$ cat src/rtl/sio_pkg.sv
package sio_pkg;
    localparam int DIV_W  = 12;
    localparam int BYTE_W = 8;
    localparam int STAT_W = 3;

    localparam logic [2:0] A_DATA  = 3'd0;
    localparam logic [2:0] A_STAT  = 3'd1;
    localparam logic [2:0] A_LCR   = 3'd2;
    localparam logic [2:0] A_DIVLO = 3'd3;
    localparam logic [2:0] A_DIVHI = 3'd4;
    localparam logic [2:0] A_CTRL  = 3'd5;
    localparam logic [2:0] A_FLAGS = 3'd6;

    typedef struct packed {
        logic       spare;
        logic [1:0] wlen;
        logic       fifo_en;
        logic       two_stop;
        logic       even;
        logic       par_en;
        logic       brk;
    } lcr_t;

    typedef enum logic [2:0] {L_IDLE, L_START, L_DATA, L_PAR, L_STOP} line_st_e;

    // index of the final data bit for a word-length code (4..7)
    function automatic logic [2:0] last_bit(input logic [1:0] wlen);
        return 3'd4 + {1'b0, wlen};
    endfunction

    function automatic logic [7:0] word_mask(input logic [1:0] wlen);
        return 8'hFF >> (2'd3 - wlen);
    endfunction

    function automatic logic par_of(input logic [7:0] d, input logic even);
        return even ? ^d : ~^d;
    endfunction
endpackage

$ cat src/rtl/sio_fifo.sv
module sio_fifo #(
    parameter int W     = 8,
    parameter int DEPTH = 16,
    localparam int AW   = $clog2(DEPTH),
    localparam int CW   = $clog2(DEPTH + 1)
) (
    input  logic          clk,
    input  logic          rst_n,
    input  logic          push,
    input  logic          pop,
    input  logic [W-1:0]  wdata,
    input  logic [W-1:0]  or_last,
    output logic [W-1:0]  rdata,
    output logic [CW-1:0] count
);
    // DEPTH must be a power of two: pointers wrap by overflow.
    typedef struct packed {
        logic [AW-1:0] wp;
        logic [AW-1:0] rp;
        logic [CW-1:0] cnt;
    } ptr_s;

    ptr_s ptr_d, ptr_q;
    logic [W-1:0] mem [DEPTH];

    always_comb begin
        ptr_d = ptr_q;
        if (push) ptr_d.wp = ptr_q.wp + 1'b1;
        if (pop)  ptr_d.rp = ptr_q.rp + 1'b1;
        ptr_d.cnt = ptr_q.cnt + CW'(push) - CW'(pop);
    end

    always_ff @(posedge clk) begin
        if (!rst_n) ptr_q <= '0;
        else        ptr_q <= ptr_d;
    end

    always_ff @(posedge clk) begin
        if (push) mem[ptr_q.wp] <= wdata;
        if ((|or_last) && ptr_q.cnt != '0)
            mem[ptr_q.wp - 1'b1] <= mem[ptr_q.wp - 1'b1] | or_last;
    end

    assign rdata = mem[ptr_q.rp];
    assign count = ptr_q.cnt;
endmodule

$ cat src/rtl/sio_baud.sv
module sio_baud #(
    parameter int DW = 12
) (
    input  logic          clk,
    input  logic          rst_n,
    input  logic          en,
    input  logic [DW-1:0] div,
    output logic          tick
);
    logic [DW-1:0] cnt_d, cnt_q;

    assign tick = en && (cnt_q == div);

    always_comb begin
        cnt_d = (!en || tick) ? '0 : cnt_q + 1'b1;
    end

    always_ff @(posedge clk) begin
        if (!rst_n) cnt_q <= '0;
        else        cnt_q <= cnt_d;
    end
endmodule

$ cat src/rtl/sio_tx.sv
module sio_tx
    import sio_pkg::*;
#(
    parameter int OVS = 16,
    localparam int TW = $clog2(OVS)
) (
    input  logic       clk,
    input  logic       rst_n,
    input  logic       en,
    input  logic       tick,
    input  logic [1:0] wlen,
    input  logic       par_en,
    input  logic       even,
    input  logic       two_stop,
    input  logic       brk,
    input  logic       have,
    input  logic [7:0] din,
    output logic       take,
    output logic       busy,
    output logic       txd
);
    localparam logic [TW-1:0] TLAST = TW'(OVS - 1);

    typedef struct packed {
        line_st_e      st;
        logic [TW-1:0] tc;
        logic [2:0]    bi;
        logic [7:0]    sh;
        logic          par;
        logic          second;
    } tx_s;

    tx_s tx_d, tx_q;
    logic bit_end;
    logic line;

    always_comb begin
        tx_d    = tx_q;
        take    = 1'b0;
        bit_end = tick && (tx_q.tc == TLAST);
        if (tick && tx_q.st != L_IDLE)
            tx_d.tc = bit_end ? '0 : tx_q.tc + 1'b1;
        case (tx_q.st)
            L_IDLE: begin
                if (have && tick) begin
                    take      = 1'b1;
                    tx_d.sh   = din & word_mask(wlen);
                    tx_d.par  = par_of(din & word_mask(wlen), even);
                    tx_d.st   = L_START;
                    tx_d.tc   = '0;
                end
            end
            L_START: begin
                if (bit_end) begin
                    tx_d.st = L_DATA;
                    tx_d.bi = '0;
                end
            end
            L_DATA: begin
                if (bit_end) begin
                    tx_d.sh = tx_q.sh >> 1;
                    if (tx_q.bi == last_bit(wlen)) begin
                        tx_d.st     = par_en ? L_PAR : L_STOP;
                        tx_d.second = 1'b0;
                    end else begin
                        tx_d.bi = tx_q.bi + 1'b1;
                    end
                end
            end
            L_PAR: begin
                if (bit_end) begin
                    tx_d.st     = L_STOP;
                    tx_d.second = 1'b0;
                end
            end
            L_STOP: begin
                if (bit_end) begin
                    if (two_stop && !tx_q.second) tx_d.second = 1'b1;
                    else                          tx_d.st     = L_IDLE;
                end
            end
            default: tx_d.st = L_IDLE;
        endcase
        if (!en) begin
            tx_d.st = L_IDLE;
            tx_d.tc = '0;
            take    = 1'b0;
        end
    end

    always_ff @(posedge clk) begin
        if (!rst_n) tx_q <= '{st: L_IDLE, default: '0};
        else        tx_q <= tx_d;
    end

    always_comb begin
        case (tx_q.st)
            L_START: line = 1'b0;
            L_DATA:  line = tx_q.sh[0];
            L_PAR:   line = tx_q.par;
            default: line = 1'b1;
        endcase
    end

    assign txd  = brk ? 1'b0 : line;
    assign busy = (tx_q.st != L_IDLE);
endmodule

$ cat src/rtl/sio_rx.sv
module sio_rx
    import sio_pkg::*;
#(
    parameter int OVS = 16,
    localparam int TW = $clog2(OVS)
) (
    input  logic       clk,
    input  logic       rst_n,
    input  logic       en,
    input  logic       tick,
    input  logic [1:0] wlen,
    input  logic       par_en,
    input  logic       even,
    input  logic       rxd,
    output logic       done,
    output logic [7:0] dout,
    output logic       ferr,
    output logic       perr
);
    localparam logic [TW-1:0] TLAST = TW'(OVS - 1);
    localparam logic [TW-1:0] THALF = TW'(OVS / 2 - 1);

    typedef struct packed {
        line_st_e      st;
        logic [TW-1:0] tc;
        logic [2:0]    bi;
        logic [7:0]    sh;
        logic          perr;
        logic          ferr;
        logic          done;
    } rx_s;

    rx_s rx_d, rx_q;

    always_comb begin
        rx_d      = rx_q;
        rx_d.done = 1'b0;
        case (rx_q.st)
            L_IDLE: begin
                if (tick && !rxd) begin
                    rx_d.st = L_START;
                    rx_d.tc = '0;
                end
            end
            L_START: begin
                if (tick) begin
                    if (rx_q.tc == THALF) begin
                        if (!rxd) begin
                            rx_d.st   = L_DATA;
                            rx_d.tc   = '0;
                            rx_d.bi   = '0;
                            rx_d.sh   = '0;
                            rx_d.perr = 1'b0;
                        end else begin
                            rx_d.st = L_IDLE;
                        end
                    end else begin
                        rx_d.tc = rx_q.tc + 1'b1;
                    end
                end
            end
            L_DATA: begin
                if (tick) begin
                    if (rx_q.tc == TLAST) begin
                        rx_d.tc           = '0;
                        rx_d.sh[rx_q.bi]  = rxd;
                        if (rx_q.bi == last_bit(wlen)) rx_d.st = par_en ? L_PAR : L_STOP;
                        else                           rx_d.bi = rx_q.bi + 1'b1;
                    end else begin
                        rx_d.tc = rx_q.tc + 1'b1;
                    end
                end
            end
            L_PAR: begin
                if (tick) begin
                    if (rx_q.tc == TLAST) begin
                        rx_d.tc   = '0;
                        rx_d.perr = (rxd != par_of(rx_q.sh, even));
                        rx_d.st   = L_STOP;
                    end else begin
                        rx_d.tc = rx_q.tc + 1'b1;
                    end
                end
            end
            L_STOP: begin
                if (tick) begin
                    if (rx_q.tc == TLAST) begin
                        rx_d.ferr = !rxd;
                        rx_d.done = 1'b1;
                        rx_d.st   = L_IDLE;
                    end else begin
                        rx_d.tc = rx_q.tc + 1'b1;
                    end
                end
            end
            default: rx_d.st = L_IDLE;
        endcase
        if (!en) begin
            rx_d.st   = L_IDLE;
            rx_d.done = 1'b0;
        end
    end

    always_ff @(posedge clk) begin
        if (!rst_n) rx_q <= '{st: L_IDLE, default: '0};
        else        rx_q <= rx_d;
    end

    assign done = rx_q.done;
    assign dout = rx_q.sh;
    assign ferr = rx_q.ferr;
    assign perr = rx_q.perr;
endmodule

$ cat src/rtl/sio_port.sv
module sio_port
    import sio_pkg::*;
#(
    parameter int DEPTH = 16,
    parameter int OVS   = 16,
    localparam int CW   = $clog2(DEPTH + 1),
    localparam int EW   = STAT_W + BYTE_W
) (
    input  logic       clk,
    input  logic       rst_n,
    input  logic       bus_sel,
    input  logic       bus_wr,
    input  logic [2:0] bus_addr,
    input  logic [7:0] bus_wdata,
    output logic [7:0] bus_rdata,
    input  logic       rxd,
    output logic       txd,
    output logic       irq_rx,
    output logic       irq_tx
);
    typedef struct packed {
        logic              en;
        lcr_t              lcr;
        logic [DIV_W-1:0]  div;
        logic [BYTE_W-1:0] last_d;
        logic [STAT_W-1:0] last_s;
        logic              sy1;
        logic              sy2;
    } regs_s;

    regs_s reg_d, reg_q;

    logic          tick;
    logic          tx_take, tx_busy;
    logic [EW-1:0] rx_head;
    logic [7:0]    tx_head;
    logic [CW-1:0] rx_cnt, tx_cnt, cap;
    logic          rx_empty, rx_full, tx_empty, tx_full;
    logic          rx_done, rx_ferr, rx_perr;
    logic [7:0]    rx_byte;
    logic          wr_data, rd_data, tx_push, rx_pop, rx_push;
    logic [EW-1:0] rx_mark;

    assign cap      = reg_q.lcr.fifo_en ? CW'(DEPTH) : CW'(1);
    assign rx_empty = (rx_cnt == '0);
    assign tx_empty = (tx_cnt == '0);
    assign rx_full  = (rx_cnt >= cap);
    assign tx_full  = (tx_cnt >= cap);

    assign wr_data = bus_sel && bus_wr && (bus_addr == A_DATA);
    assign rd_data = bus_sel && !bus_wr && (bus_addr == A_DATA);
    assign tx_push = wr_data && !tx_full;
    assign rx_pop  = rd_data && !rx_empty;
    assign rx_push = rx_done && !rx_full;
    assign rx_mark = (rx_done && rx_full) ? {3'b100, 8'h00} : '0;

    always_comb begin
        reg_d     = reg_q;
        reg_d.sy1 = rxd;
        reg_d.sy2 = reg_q.sy1;
        if (bus_sel && bus_wr) begin
            case (bus_addr)
                A_LCR:   reg_d.lcr       = lcr_t'(bus_wdata);
                A_DIVLO: reg_d.div[7:0]  = bus_wdata;
                A_DIVHI: reg_d.div[11:8] = bus_wdata[3:0];
                A_CTRL:  reg_d.en        = bus_wdata[0];
                default: ;
            endcase
        end
        if (rx_pop) begin
            reg_d.last_d = rx_head[BYTE_W-1:0];
            reg_d.last_s = rx_head[EW-1:BYTE_W];
        end
    end

    always_ff @(posedge clk) begin
        if (!rst_n) reg_q <= '{sy1: 1'b1, sy2: 1'b1, default: '0};
        else        reg_q <= reg_d;
    end

    always_comb begin
        case (bus_addr)
            A_DATA:  bus_rdata = rx_empty ? reg_q.last_d : rx_head[BYTE_W-1:0];
            A_STAT:  bus_rdata = {5'b0, reg_q.last_s};
            A_LCR:   bus_rdata = reg_q.lcr;
            A_DIVLO: bus_rdata = reg_q.div[7:0];
            A_DIVHI: bus_rdata = {4'b0, reg_q.div[11:8]};
            A_CTRL:  bus_rdata = {7'b0, reg_q.en};
            A_FLAGS: bus_rdata = {2'b00, tx_full, rx_empty, tx_busy || !tx_empty, 3'b000};
            default: bus_rdata = 8'h00;
        endcase
    end

    assign irq_rx = reg_q.en && !rx_empty;
    assign irq_tx = reg_q.en && !tx_full;

    sio_baud #(.DW(DIV_W)) u_baud (
        .clk(clk), .rst_n(rst_n), .en(reg_q.en), .div(reg_q.div), .tick(tick)
    );

    sio_fifo #(.W(BYTE_W), .DEPTH(DEPTH)) u_txq (
        .clk(clk), .rst_n(rst_n), .push(tx_push), .pop(tx_take),
        .wdata(bus_wdata), .or_last('0), .rdata(tx_head), .count(tx_cnt)
    );

    sio_fifo #(.W(EW), .DEPTH(DEPTH)) u_rxq (
        .clk(clk), .rst_n(rst_n), .push(rx_push), .pop(rx_pop),
        .wdata({1'b0, rx_perr, rx_ferr, rx_byte}), .or_last(rx_mark),
        .rdata(rx_head), .count(rx_cnt)
    );

    sio_tx #(.OVS(OVS)) u_tx (
        .clk(clk), .rst_n(rst_n), .en(reg_q.en), .tick(tick),
        .wlen(reg_q.lcr.wlen), .par_en(reg_q.lcr.par_en), .even(reg_q.lcr.even),
        .two_stop(reg_q.lcr.two_stop), .brk(reg_q.lcr.brk),
        .have(!tx_empty), .din(tx_head), .take(tx_take), .busy(tx_busy), .txd(txd)
    );

    sio_rx #(.OVS(OVS)) u_rx (
        .clk(clk), .rst_n(rst_n), .en(reg_q.en), .tick(tick),
        .wlen(reg_q.lcr.wlen), .par_en(reg_q.lcr.par_en), .even(reg_q.lcr.even),
        .rxd(reg_q.sy2), .done(rx_done), .dout(rx_byte), .ferr(rx_ferr), .perr(rx_perr)
    );
endmodule

$ cat config.mk
export PLATFORM = sky130hd
export DESIGN_NAME = sio_port
export DESIGN_NICKNAME = d
export VERILOG_FILES = /design/src/rtl/sio_pkg.sv /design/src/rtl/sio_fifo.sv /design/src/rtl/sio_baud.sv /design/src/rtl/sio_tx.sv /design/src/rtl/sio_rx.sv /design/src/rtl/sio_port.sv
export SDC_FILE = /design/constraint.sdc
export NUM_CORES = 1
export LEC_CHECK = 0
export BUFFER_PORTS_ARGS = -buffer_cell sky130_fd_sc_hd__buf_2
export CAP_MARGIN = 10
export CORE_UTILIZATION = 60
export CTS_CLUSTER_SIZE = 20
export DETAILED_ROUTE_END_ITERATION = 6
export PLACE_DENSITY = 0.76
export SLEW_MARGIN = 20
export SYNTH_ARGS = -nofsm -noshare
export SYNTH_HDL_FRONTEND = slang
export SYNTH_SLANG_ARGS = --single-unit
$ cat constraint.sdc
create_clock -name clk -period 9.9 [get_ports clk]
set_input_delay 1.485 -clock clk [delete_from_list [all_inputs] [get_ports clk]]
set_output_delay 1.485 -clock clk [all_outputs]
set_load 0.03 [all_outputs]
======== Word level (Yosys, flattened, before mapping) ========
Memories as Yosys holds them, arrays and structs flattened. A register that Yosys moved wholly into a read port is not among the register bits.
Index checks and enable logic that the tools add are counted.
cells by class
  add/subtract/negate cells ............... 16
  magnitude comparators ................... 4
  eq/ne operators ......................... 44
  shifts and indexed selects .............. 1
  multiplexer cells ....................... 76
  bitwise gates (word level) .............. 3
  reduce and logical (&&, ||, !) cells .... 65
operators by type and width
  kind                   number
  $pmux W8 S7            1
  $mux W3                15
  $mux W11               4
  $mux W4                11
  $pmux W3 S5            2
  $mux W7                4
  $ne A2 B1 Y1 const B   13
  $add A4 B1 Y4 const B  6
  $mux W1                22
  $pmux W11 S2           1
  $reduce_or A11 Y1      2
  $pmux W4 S5            1
  $mux W19               1
  $eq A3 B2 Y1 const B   6
  $logic_and A1 B1 Y1    18
  $mux W18               1
  $ne A2 B2 Y1 const B   9
  $reduce_and A6 Y1      3
  $mux W16               1
  $pmux W8 S2            1
  $reduce_xnor A8 Y1     2
  $reduce_xor A8 Y1      2
  $eq A3 B3 Y1 const B   5
  $reduce_and A7 Y1      2
  44 further kinds       76
word-level totals
  flip-flop bits (word level) ............. 113
  memory bits (writable) .................. 304
  logic and storage cells ................. 245
  memories ................................ 2
memories
  memory     depth  bits a word  rd ports  clocked after Yosys merged registers in  write ports  line            RTL
  u_rxq.mem  16     11           2         1                                        1            sio_fifo.sv:24  logic [W-1:0] mem [DEPTH];
  u_txq.mem  16     8            1         1                                        1            sio_fifo.sv:24

======== Logic depth before layout (Yosys ltp) ========
Gate-level depths: netlist of run 1.
  depth in word-level cells ............... 10
  mapped depth ............................ 16

======== Hierarchy ========
From an unflattened synthesis of run 1, not the netlist that was laid out.
unflattened totals
  cell total of the unflattened synthesis .. 1947
  area total of the unflattened synthesis .. 25507.0 sq um
by module, submodules not included
  module             instances  cells each  area an instance (sq um)
  sio_fifo at u_rxq  1          787         11791.3
  sio_fifo at u_txq  1          557         8469.4
  sio_port           1          204         1903.1
  sio_rx             1          175         1471.4
  sio_tx             1          154         1236.2
  sio_baud           1          70          635.6

======== Worst setup path before layout of run 1 ========
OpenSTA, ideal clock, no wires.
  kind .................................... input port to flip-flop
  from .................................... in bus_addr[2]
  to ...................................... reg u_rxq.ptr_q (netlist bit u_rxq.count[4])
  library setup time ...................... 0.116 ns
  arrival time ............................ 4.564 ns
  data required time ...................... 9.784 ns
  setup slack ............................. 5.220 ns
  cell stages on the path ................. 14
  buffers on the path ..................... 3
  cell sequence ........................... clkbuf_1 or3_1 or4b_2 clkbuf_1 inv_1 buf_2 ha_1 inv_1 ha_1 fa_1 a21oi_1 nor2_1 or3_1 and3_1
between the ends
  longest elaborated chain between the ends .. 4
ends and longest elaborated chain
  item                  line            RTL
  start, declared       sio_port.sv:13  input logic [2:0] bus_addr,
  $logic_not A3 Y1      sio_port.sv:51  assign rd_data = bus_sel && !bus_wr && (bus_addr == A_DATA);
  $logic_and A1 B1 Y1   sio_port.sv:51
  $logic_and A1 B1 Y1   sio_port.sv:53  assign rx_pop = rd_data && !rx_empty;
  net rx_pop            sio_port.sv:41  logic wr_data, rd_data, tx_push, rx_pop, rx_push;
  $sub A5 B1 Y5         sio_fifo.sv:30  ptr_d.cnt = ptr_q.cnt + CW'(push) - CW'(pop);
  end signal, assigned  sio_fifo.sv:35  else ptr_q <= ptr_d;
  end, declared         sio_fifo.sv:23  ptr_s ptr_d, ptr_q;
The timed path passes the listed nets, and every way through them passes these cells.
A chain may end at the register's enable or synchronous reset.

==> results.md, run 1 <==
- Status: finished clean
- IO Count: 27
- Setup-failing EPs final: 0
- Peak Freq: 196 MHz
- Syn_nets: 1441
- Hold Crit Class: flop to flop
- Total clock sinks: 425
- P_int: around 2900 uW
- Largest cells by area after synthesis: edfxtp_1, mux4_2, dfxtp_1
- Seq/Total Area, Yosys: about three fifths
- Tightest Pin Transition: 1.12 ns
- Commonest non-fill, non-tap cells in the layout: edfxtp_1, mux4_2, dfxtp_1
- VDD IR-drop max: 0.145 mV
- Worst R2R Path Depth: 7
- YS warnings: 0
- Setup Buffers After CTS: 0
- Fin. Hold Viols: 0
- GRT Total Usage: 26.8%
- Clock transition at path regs: 0.06 ns
- Reg2reg start: u_rxq.ptr_q[9]
- Post-CTS Resized: 0
- Crit share post-route: 51.6%
- Synth async-reset ratio: 0%
- Layout cells sized above 1: 20.6%
- Fillers: between 2000 and 2500
- Starting Density: ~61%
- Die Ht: 183 um
- Vias in the first global route: 11600
- Synthesized area: 19600 um^2
- Worst Skew: 0.0223 ns
- Sw frac: a little over a fifth
- Flop2flop setup slack: roughly 5.7 ns
- Final TNS setup: 0 ns
- RSZ-0062 raised after global routing: no
- RD Place Congestion: 0.874
- Reg power frac: between 50% and 60%
- Final Max Tran Viols: 0
- Global-route wire length before repair: 67200 um
- Width of the die: 183 um
- Detailed Route WL: 43300 um
- WS Path Type: flop to primary output
- CP Max Fanout: 44
- Count of cell types in the netlist: 56
- Leak: 0.00695 uW
- Main synth FF type: edfxtp_1
- R2r endpoint: u_rxq.mem[5][8]
- Initial DRC Count: 1183
- Root buf cell: clkbuf_16
- Post-synthesis cell count: 1390
- Die area: 33400 um^2
- Crit end category: primary output
- Clock latency at the later pin of the worst-skew pair: ~0.56 ns
- Post-route ant nets: 0
- H-tree Lvls: 2
- Core Region: between 30000 and 40000 um^2
- Synth top area share: 46.6%
- Pin count of the biggest net entering global routing: 97
- CTS tree: built
- Final Core Density: 67.7%
- ANT cells: 0
- Area leader, netlist: edfxtp_1
- Syn_area_per_cell: 14.1 um^2
- Total grt overflow: 0
- Required time worst endpoint: 8.42 ns
- Drc violations: 0
- Final Critical Period: 5.11 ns
- Area Overhead vs Synth: 10.1%
- Slew Limit Headroom: 25.0%
- Setup crit end: bus_rdata[0]
- Pwr/cell area: 169 nW/um^2
- Cts hold-fix bufs: 0
- Initial DRT Pass Iterations: 5
- Vias: 11900
- HPWL after DPL: 27100 um
- Comb power frac: 4.6%
- CP Launch Type: flop
- Nets: 1457
- Flops & latches, synth: 425
- Clock buffer depth: 3
- Commonest non-fill, non-tap cell in the layout: edfxtp_1
- Vias per Instance: 6.34
- CTS buffer count: 43
- P_sw: between 700 and 800 uW
- Clock power frac: 43.3%
- Max cap viols: 0
- Crit path DAT: 3.63 ns
- DR WL/cell: 23.1 um
- # rows: 65
- Number of flops mapped to enable cells by yosys: ~300
- Initial antenna violation count: 0
- Port bufs: 26
-- critical path, cell delays in order, from the launching register on --
cell      delay (ns)
dfxtp_2         0.31
buf_4           0.67
mux4_2          0.62
mux4_2          0.52
mux2_2          0.29
a222oi_1        0.31
o21ai_0         0.13
buf_2           0.19
-- kinds of logic (layout without fill, tap and decap cells) --
| family | count (synthesis) | in the layout | synth area share, % |
|---|---|---|---|
| multiplexers | 197 | 197 | 18.3 |
| AO/OA/AOI/OAI | 176 | 176 | 5.78 |
| AND/OR/NAND/NOR | 368 | 368 | 9.23 |
| adder cells (fa/ha/maj) | 35 | 35 | 2.31 |
| XOR/XNOR | 64 | 64 | 2.93 |
| buffers and inverters | 125 | 174 | 2.48 |
| flip-flops | 425 | 425 | 58.9 |
-- metal layers --
| metal | global-route usage (%) | routed length (um) | vias to the layer above |
|---|---|---|---|
| met4 | 10.6 | 1430 | 0 |
| li1 | - | - | 5303 |
| met3 | 4.29 | 2970 | 89 |
| met2 | 44.1 | 21300 | 520 |
| met1 | 35.9 | 17700 | 5963 |
| met5 | 0 | 0 | - |
-- power by group through the flow --
stage                     sequential [uW]  clock [uW]  combinational [uW]
after global placement               1940           0                 160
after detailed placement             1940           0                 164
after CTS                            1910        1600                 165
after global routing                 1910        1670                 181
final                                1910        1580                 166
after floorplan                      1940           0                 118
-- per-stage QoR --
step	hold WS [ns]	power (uW)	area (um^2)	worst slack, ns	cells
after global placement	0.394	2100	20200	4.91	1796
final	0.411	3650	21600	4.79	1874
after CTS	0.414	3670	21600	4.74	1874
after global routing	0.429	3760	21600	4.54	1874
after floorplan	0.386	2060	19600	5.22	1390
after detailed placement	0.400	2110	20200	4.83	1796
-- cells in the mapped netlist, drive strengths merged (41+ instances only) --
cell type	instances
a21oi	45
clkbuf	61
dfxtp	121
edfxtp	304
inv	41
mux2i	50
mux4	128
nand2	86
nor2	95
nor2b	42
o21ai	43
xnor2	52
-- worst min-delay path by stage --
stage	depth (start not counted)	start	to	slack (ns)
after CTS	1	reg_d[0]	reg_q[0]	0.41
after global routing	1	reg_d[0]	reg_q[0]	0.43
after detailed placement	1	reg_d[0]	reg_q[0]	0.40
final	1	reg_d[0]	reg_q[0]	0.41
after global placement	1	reg_d[0]	reg_q[0]	0.39
after floorplan	1	reg_d[0]	reg_q[0]	0.39
-- final cells by class --
cell class                 instances  area [um^2]  share of cell area [%]
sequential                       425        11600                    53.5
multi-input combinational        840         7630                    35.4
clock buffer                      50         1100                    5.11
tap                              435          544                    2.52
timing repair buffer              55          348                    1.61
clock inverter                    28          253                    1.17
inverter                          41          154                   0.713
-- registers in the layout, indices dropped and copies added, names as in the netlist, named ones only --
register,cells
u_rx.perr,1
reg_q,33
u_rxq.count,5
u_rxq.ptr_q,8
u_rx.done,1
u_rx.dout,8
u_rxq.mem,176
u_txq.count,5
u_txq.ptr_q,8
u_rx.rx_q,10
reg_d,1
u_tx.tx_q,20
u_baud.cnt_q,12
u_txq.mem,128
u_rx.ferr,1
Power figures use the tool's default switching activity.
==> run 2, diff against run 1 <==
ABC_AREA = 1   (was unset)
CORE_UTILIZATION = 57   (was 60)
clock period = 4.5 ns   (was 9.9 ns; I/O delays follow)
==> run 2 against run 1 <==
Effect of this change:
- global-route usage rose by 2.8 points
- count of clock-buffer cells in the layout up 4
- sequential cell count unchanged
==> results.md, run 2 <==
- Status: finished clean
- Global-route wire length before repair: about 83000 um
- Synth top area share: 44.9%
- Initial DRC Count: 1871
- Fillers: 2719
- Die area: 36400 um^2
- Peak Freq: around 250 MHz
- Starting Density: 58.5%
- Synthesized area: 20300 um^2
- CTS tree: built
- DR WL/cell: 19.4 um
- Pre-CTS WS: slightly below 0.9 ns
- Hold Crit Start: rxd
- Vias in the first global route: ~16000
- Pwr/cell area: 370 nW/um^2
- Post-CTS Resized: 0
- Initial DRT Pass Iterations: 6
- Total clock sinks: 425
- Fin. Hold Viols: 0
- Crit end category: primary output
- Syn_nets: about 2300
- GRT Total Usage: 29.5%
- Commonest non-fill, non-tap cells in the layout: nand2_1, edfxtp_1, o21ai_0
- Largest cells by area after synthesis: edfxtp_1, dfxtp_1, o21ai_0
- Hold Crit Class: input port to flop
- YS warnings: 0
- Met3 Use GR: 5.31%
- RSZ-0062 raised after global routing: no
- Main synth FF type: edfxtp_1
- H-tree Lvls: 2
- Most common cell in the netlist: nand2_1
- Crit share post-route: 88.4%
- Clock latency at the later pin of the worst-skew pair: 0.58 ns
- Final TNS setup: 0 ns
- Required time worst endpoint: 3.83 ns
- Core Region: approximately 35000 um^2
- CP Max Fanout: 25
- Largest registers: u_rxq.mem x176, u_txq.mem x128, reg_q x33
- Nets: around 2300
- Root buf cell: clkbuf_16
- Final Instance Area: 22400 um^2
- Number of flops mapped to enable cells by yosys: 304
- Die Ht: about 190 um
- IO Count: 27
- Cts hold-fix bufs: 0
- Commonest cells post-synth: nand2_1, edfxtp_1, o21ai_0
- Synth async-reset ratio: 0%
- Syn_area_per_cell: 9.02 um^2
- VDD IR-drop max: 0.335 mV
- Met1 GRT Util: 36.7%
- Reg2reg start: u_rxq.ptr_q[10]
- # rows: 68
- Vias per Instance: 5.99
- Area leader, netlist: edfxtp_1
- Setup Buffers After CTS: 0
- DP Area: 20900 um^2
- RD Place Congestion: 0.888
- Detailed Route WL: 53500 um
- Final Core Density: 64.3%
- Vias: 16500
- WS Path Type: flop to primary output
- Clock transition at path regs: 0.06 ns
- Final Critical Period: 3.98 ns
- Post-route ant nets: 0
- M2 GR Usage: around half
- Seq/Total Area, Yosys: 56.8%
- Area Overhead vs Synth: 10.0%
- Placed insts: around 2700
- Initial antenna violation count: 2
- Crit path DAT: ~3.3 ns
- Drc violations: 0
- Max cap viols: 0
- Tightest Pin Transition: 1.12 ns
- Leak: 0.00847 uW
- Worst Skew: 0.0308 ns
- Final setup margin: 0.522 ns
- Most flops, register: u_rxq.mem
- Flops & latches, synth: 425
- Max FFs per register: around 180
- Post-synthesis cell count: 2256
- Final Max Tran Viols: 0
- HPWL after DPL: 33200 um
- Port bufs: 26
- CP Launch Type: flop
- Count of cell types in the netlist: 49
- Pin count of the biggest net entering global routing: 92
- Width of the die: 191 um
- Clock buffer depth: 3
- Commonest non-fill, non-tap cell in the layout: nand2_1
- Slew Limit Headroom: 25.2%
- Grt peak-use layer: met2
- Setup-failing EPs final: 0
- Total grt overflow: 0
- CTS buffer count: between 40 and 50
- Post-route insts no fill: 2752
- Layout cells sized above 1: under 10%
run 2: changes by cell type in the layout (fill, tap and decap cells not counted), sizes merged, moves of 67 or more:
cell    change
a21oi     +122
inv       +212
mux4      -128
nand2     +251
nand3     +125
nor2      +180
o211ai     +67
o21ai     +237
run 2: final cells by class:
cell class                 instances  area (um^2)  share of cell area, %
sequential                       425        11600                   51.6
multi-input combinational       1458         7360                   32.9
clock buffer                      54         1190                   5.32
inverter                         260          978                   4.37
tap                              455          569                   2.54
timing repair buffer              71          468                   2.09
clock inverter                    27          260                   1.16
antenna                            2         5.00                 0.0224
run 2: worst paths after layout:
kind | to | cells after the start | slack (ns)
worst max-delay path | bus_rdata[4] | 9 | 0.52
worst max register to register | u_rxq.mem[6][8] | 9 | 1.09
worst min-delay path | reg_d[0] | 2 | 0.28
worst min register to register | reg_q[0] | 1 | 0.42
run 2: cell families (layout without fill, tap and decap cells):
group                    Yosys count  in the layout  share of synthesized area, %
XOR/XNOR                          23             23                         0.990
adder cells (fa/ha/maj)           35             35                          2.23
AND/OR/NAND/NOR                  828            828                          17.2
AO/OA/AOI/OAI                    572            572                          15.7
flip-flops                       425            425                          56.8
other                              0              2                             0
buffers and inverters            373            412                          7.15
run 2: layer usage:
metal | share of wire, % | vias up
li1 | - | 7753
met1 | 39 | 7766
met2 | 47 | 774
met3 | 8.6 | 201
met4 | 4.9 | 0
met5 | 0 | -
run 2: report_power, final:
group / total (uW) / switching, uW / internal, uW
Clock: 3670 / 1510 / 2160
Sequential: 4210 / 24.1 / 4190
Combinational: 412 / 295 / 117
run 2: worst max-delay path, stage by stage (launching register included):
cell and delay [ns]:
dfxtp_1 0.31, inv_1 0.60, buf_4 0.41, o21ai_0 0.15
o211ai_1 0.17, nand3_1 0.13, nand2_1 0.25, nor2_1 0.07
o221ai_1 0.34, buf_2 0.28
run 2: through the flow:
| stage | power (uW) | hold slack (ns) |
|---|---|---|
| after global routing | 8510 | 0.279 |
| after CTS | 8320 | 0.256 |
| final | 8290 | 0.279 |
| after detailed placement | 4690 | 0.404 |
| after global placement | 4680 | 0.402 |
| after floorplan | 4550 | 0.393 |
==> run 3, diff against run 2 <==
BUFFER_PORTS_ARGS = unset   (was -buffer_cell sky130_fd_sc_hd__buf_2)
CORE_UTILIZATION = 58   (was 57)
DONT_BUFFER_PORTS = 1   (was unset)
==> run 3 against run 2 <==
Effect of this change:
- maximum frequency is 8.1% higher
- first-iteration DRC count is 5.1% lower
- non-clock buffer count is 16 lower
- cell count is 0.65% lower
- combinational power is 8.0% lower
- sequential power hardly changed
- via count is 1.1% lower
- count of clock-buffer cells in the layout is 13 higher
- largest power group unchanged
==> results.md, run 3 (synthesis results as in run 2) <==
- Commonest non-fill, non-tap cell in the layout: nand2_1
- Clock transition at path regs: 0.06 ns
- Peak Freq: 272 MHz
- Starting Density: 58.9%
- Core Region: 34500 um^2
- Layout cells sized above 1: 7.15%
- Most flops, register: u_rxq.mem
- Leak: 0.00840 uW
- IO Count: 27
- Largest registers: u_rxq.mem x176, u_txq.mem x128, reg_q x33
- Total grt overflow: 0
- Max cap viols: 0
- Worst Skew: 0.0333 ns
- Fillers: 2777
- Drc violations: 0
- Initial DRT Pass Iterations: 6
- Crit share post-route: 81.8%
- ANT cells: 0
- RD Place Congestion: approximately 0.93
- Final Critical Period: 3.68 ns
- CP Max Fanout: 75
- Vias in the first global route: 15800
- Die Ht: 189 um
- Root buf cell: clkbuf_16
- Storage cell area: 11600 um^2
- CTS buffer count: 45
- Final Max Tran Viols: 0
- GRT Total Usage: 29.3%
- Port bufs: 0
- Required time worst endpoint: 3.83 ns
- H-tree Lvls: 2
- Pwr/cell area: 366 nW/um^2
- Commonest non-fill, non-tap cells in the layout: nand2_1, edfxtp_1, o21ai_0
- VDD IR-drop max: 0.292 mV
- Crit end category: primary output
- DP Area: 20900 um^2
- # rows: 68
- HPWL after DPL: about 33000 um
- Initial antenna violation count: 0
- Crit path DAT: about 3.0 ns
- Setup-failing EPs final: 0
- Post-CTS Resized: 0
- Final TNS setup: 0 ns
- Tightest Pin Transition: 1.10 ns
- Fin. Hold Viols: 0
- Die area: between 30000 and 40000 um^2
- Status: finished clean
- Final Instance Area: 22300 um^2
- Initial DRC Count: 1776
- Hold Crit Class: input port to flop
- CTS tree: built
- Vias per Instance: a little under 6
- Overall power: 8150 uW
- DR WL/cell: approximately 19 um
- Area Overhead vs Synth: 9.60%
- Total clock sinks: 425
- Setup Buffers After CTS: 0
- Cts hold-fix bufs: 0
- Multi-input gate area: 7350 um^2
- RSZ-0062 raised after global routing: no
- Pin count of the biggest net entering global routing: 102
- Clock buffer depth: 3
- Clock latency at the later pin of the worst-skew pair: 0.59 ns
- Max FFs per register: 176
- WS Path Type: flop to primary output
- Post-route ant nets: 0
- CP Launch Type: flop
- Vias: 16300
- Width of the die: about 190 um
- Global-route wire length before repair: 81600 um
- Nets: about 2300
- Slew Limit Headroom: 26.3%
- Detailed Route WL: 52300 um
## run 3: changes by cell type in the layout (fill, tap and decap cells not counted), moves of 3 or more
cell       previous run  this run
clkinv_2              3         6
bufinv_16             5         2
buf_2                26         0
buf_4                45        52
clkinv_1             18         8
clkbuf_1              7        18
## run 3: final timing paths
check	slack, ns	from	endpoint	cells past startpoint
setup / recovery	0.82	flop	bus_rdata[0]	8
hold / removal	0.19	bus_wdata[4]	u_txq.mem[1][4]	0
setup reg to reg	1.14	u_baud.cnt_q[9]	u_txq.count[4]	17
hold reg to reg	0.42	reg_d[0]	reg_q[0]	1
## run 3: metrics by stage
| step | worst slack, ns | hold slack, ns | instances | utilization, % |
|---|---|---|---|---|
| floorplan | 1.35 | 0.393 | 2256 | - |
| global placement | 1.28 | 0.394 | 2652 | 60.5 |
| detailed placement | 1.21 | 0.411 | 2652 | 60.5 |
| CTS | 0.871 | 0.167 | 2733 | 64.5 |
| global route | 0.703 | 0.168 | 2734 | 64.5 |
| finish | 0.820 | 0.189 | 2734 | 64.5 |
## run 3: layer usage
| layer | wire, um | global-route usage, % |
|---|---|---|
| met5 | 0 | 0 |
| met4 | 2470 | 16.3 |
| met3 | 4120 | 4.56 |
| met2 | 25200 | 49.3 |
| met1 | 20500 | 36.1 |
## run 3: critical path, cell delays in order (launching register included)
cell and delay (ns):
dfxtp_2 0.33, buf_4 0.61, nor2_1 0.11, o21ai_0 0.26
o221ai_1 0.14, nand2_1 0.19, nor2_1 0.06, o2111ai_1 0.43
buf_4 0.25
## run 3: layout make-up
class                      count  share of cell area (%)
timing repair buffer          55                    1.96
inverter                     260                    4.39
clock inverter                14                   0.634
clock buffer                  67                    5.65
multi-input combinational   1458                    33.0
sequential                   425                    51.8
tap                          455                    2.55
## run 3: power by group
group	internal, uW	switching (uW)
clock	2050	1510
combinational	118	261
sequential	4190	22.4
total	6360	1790
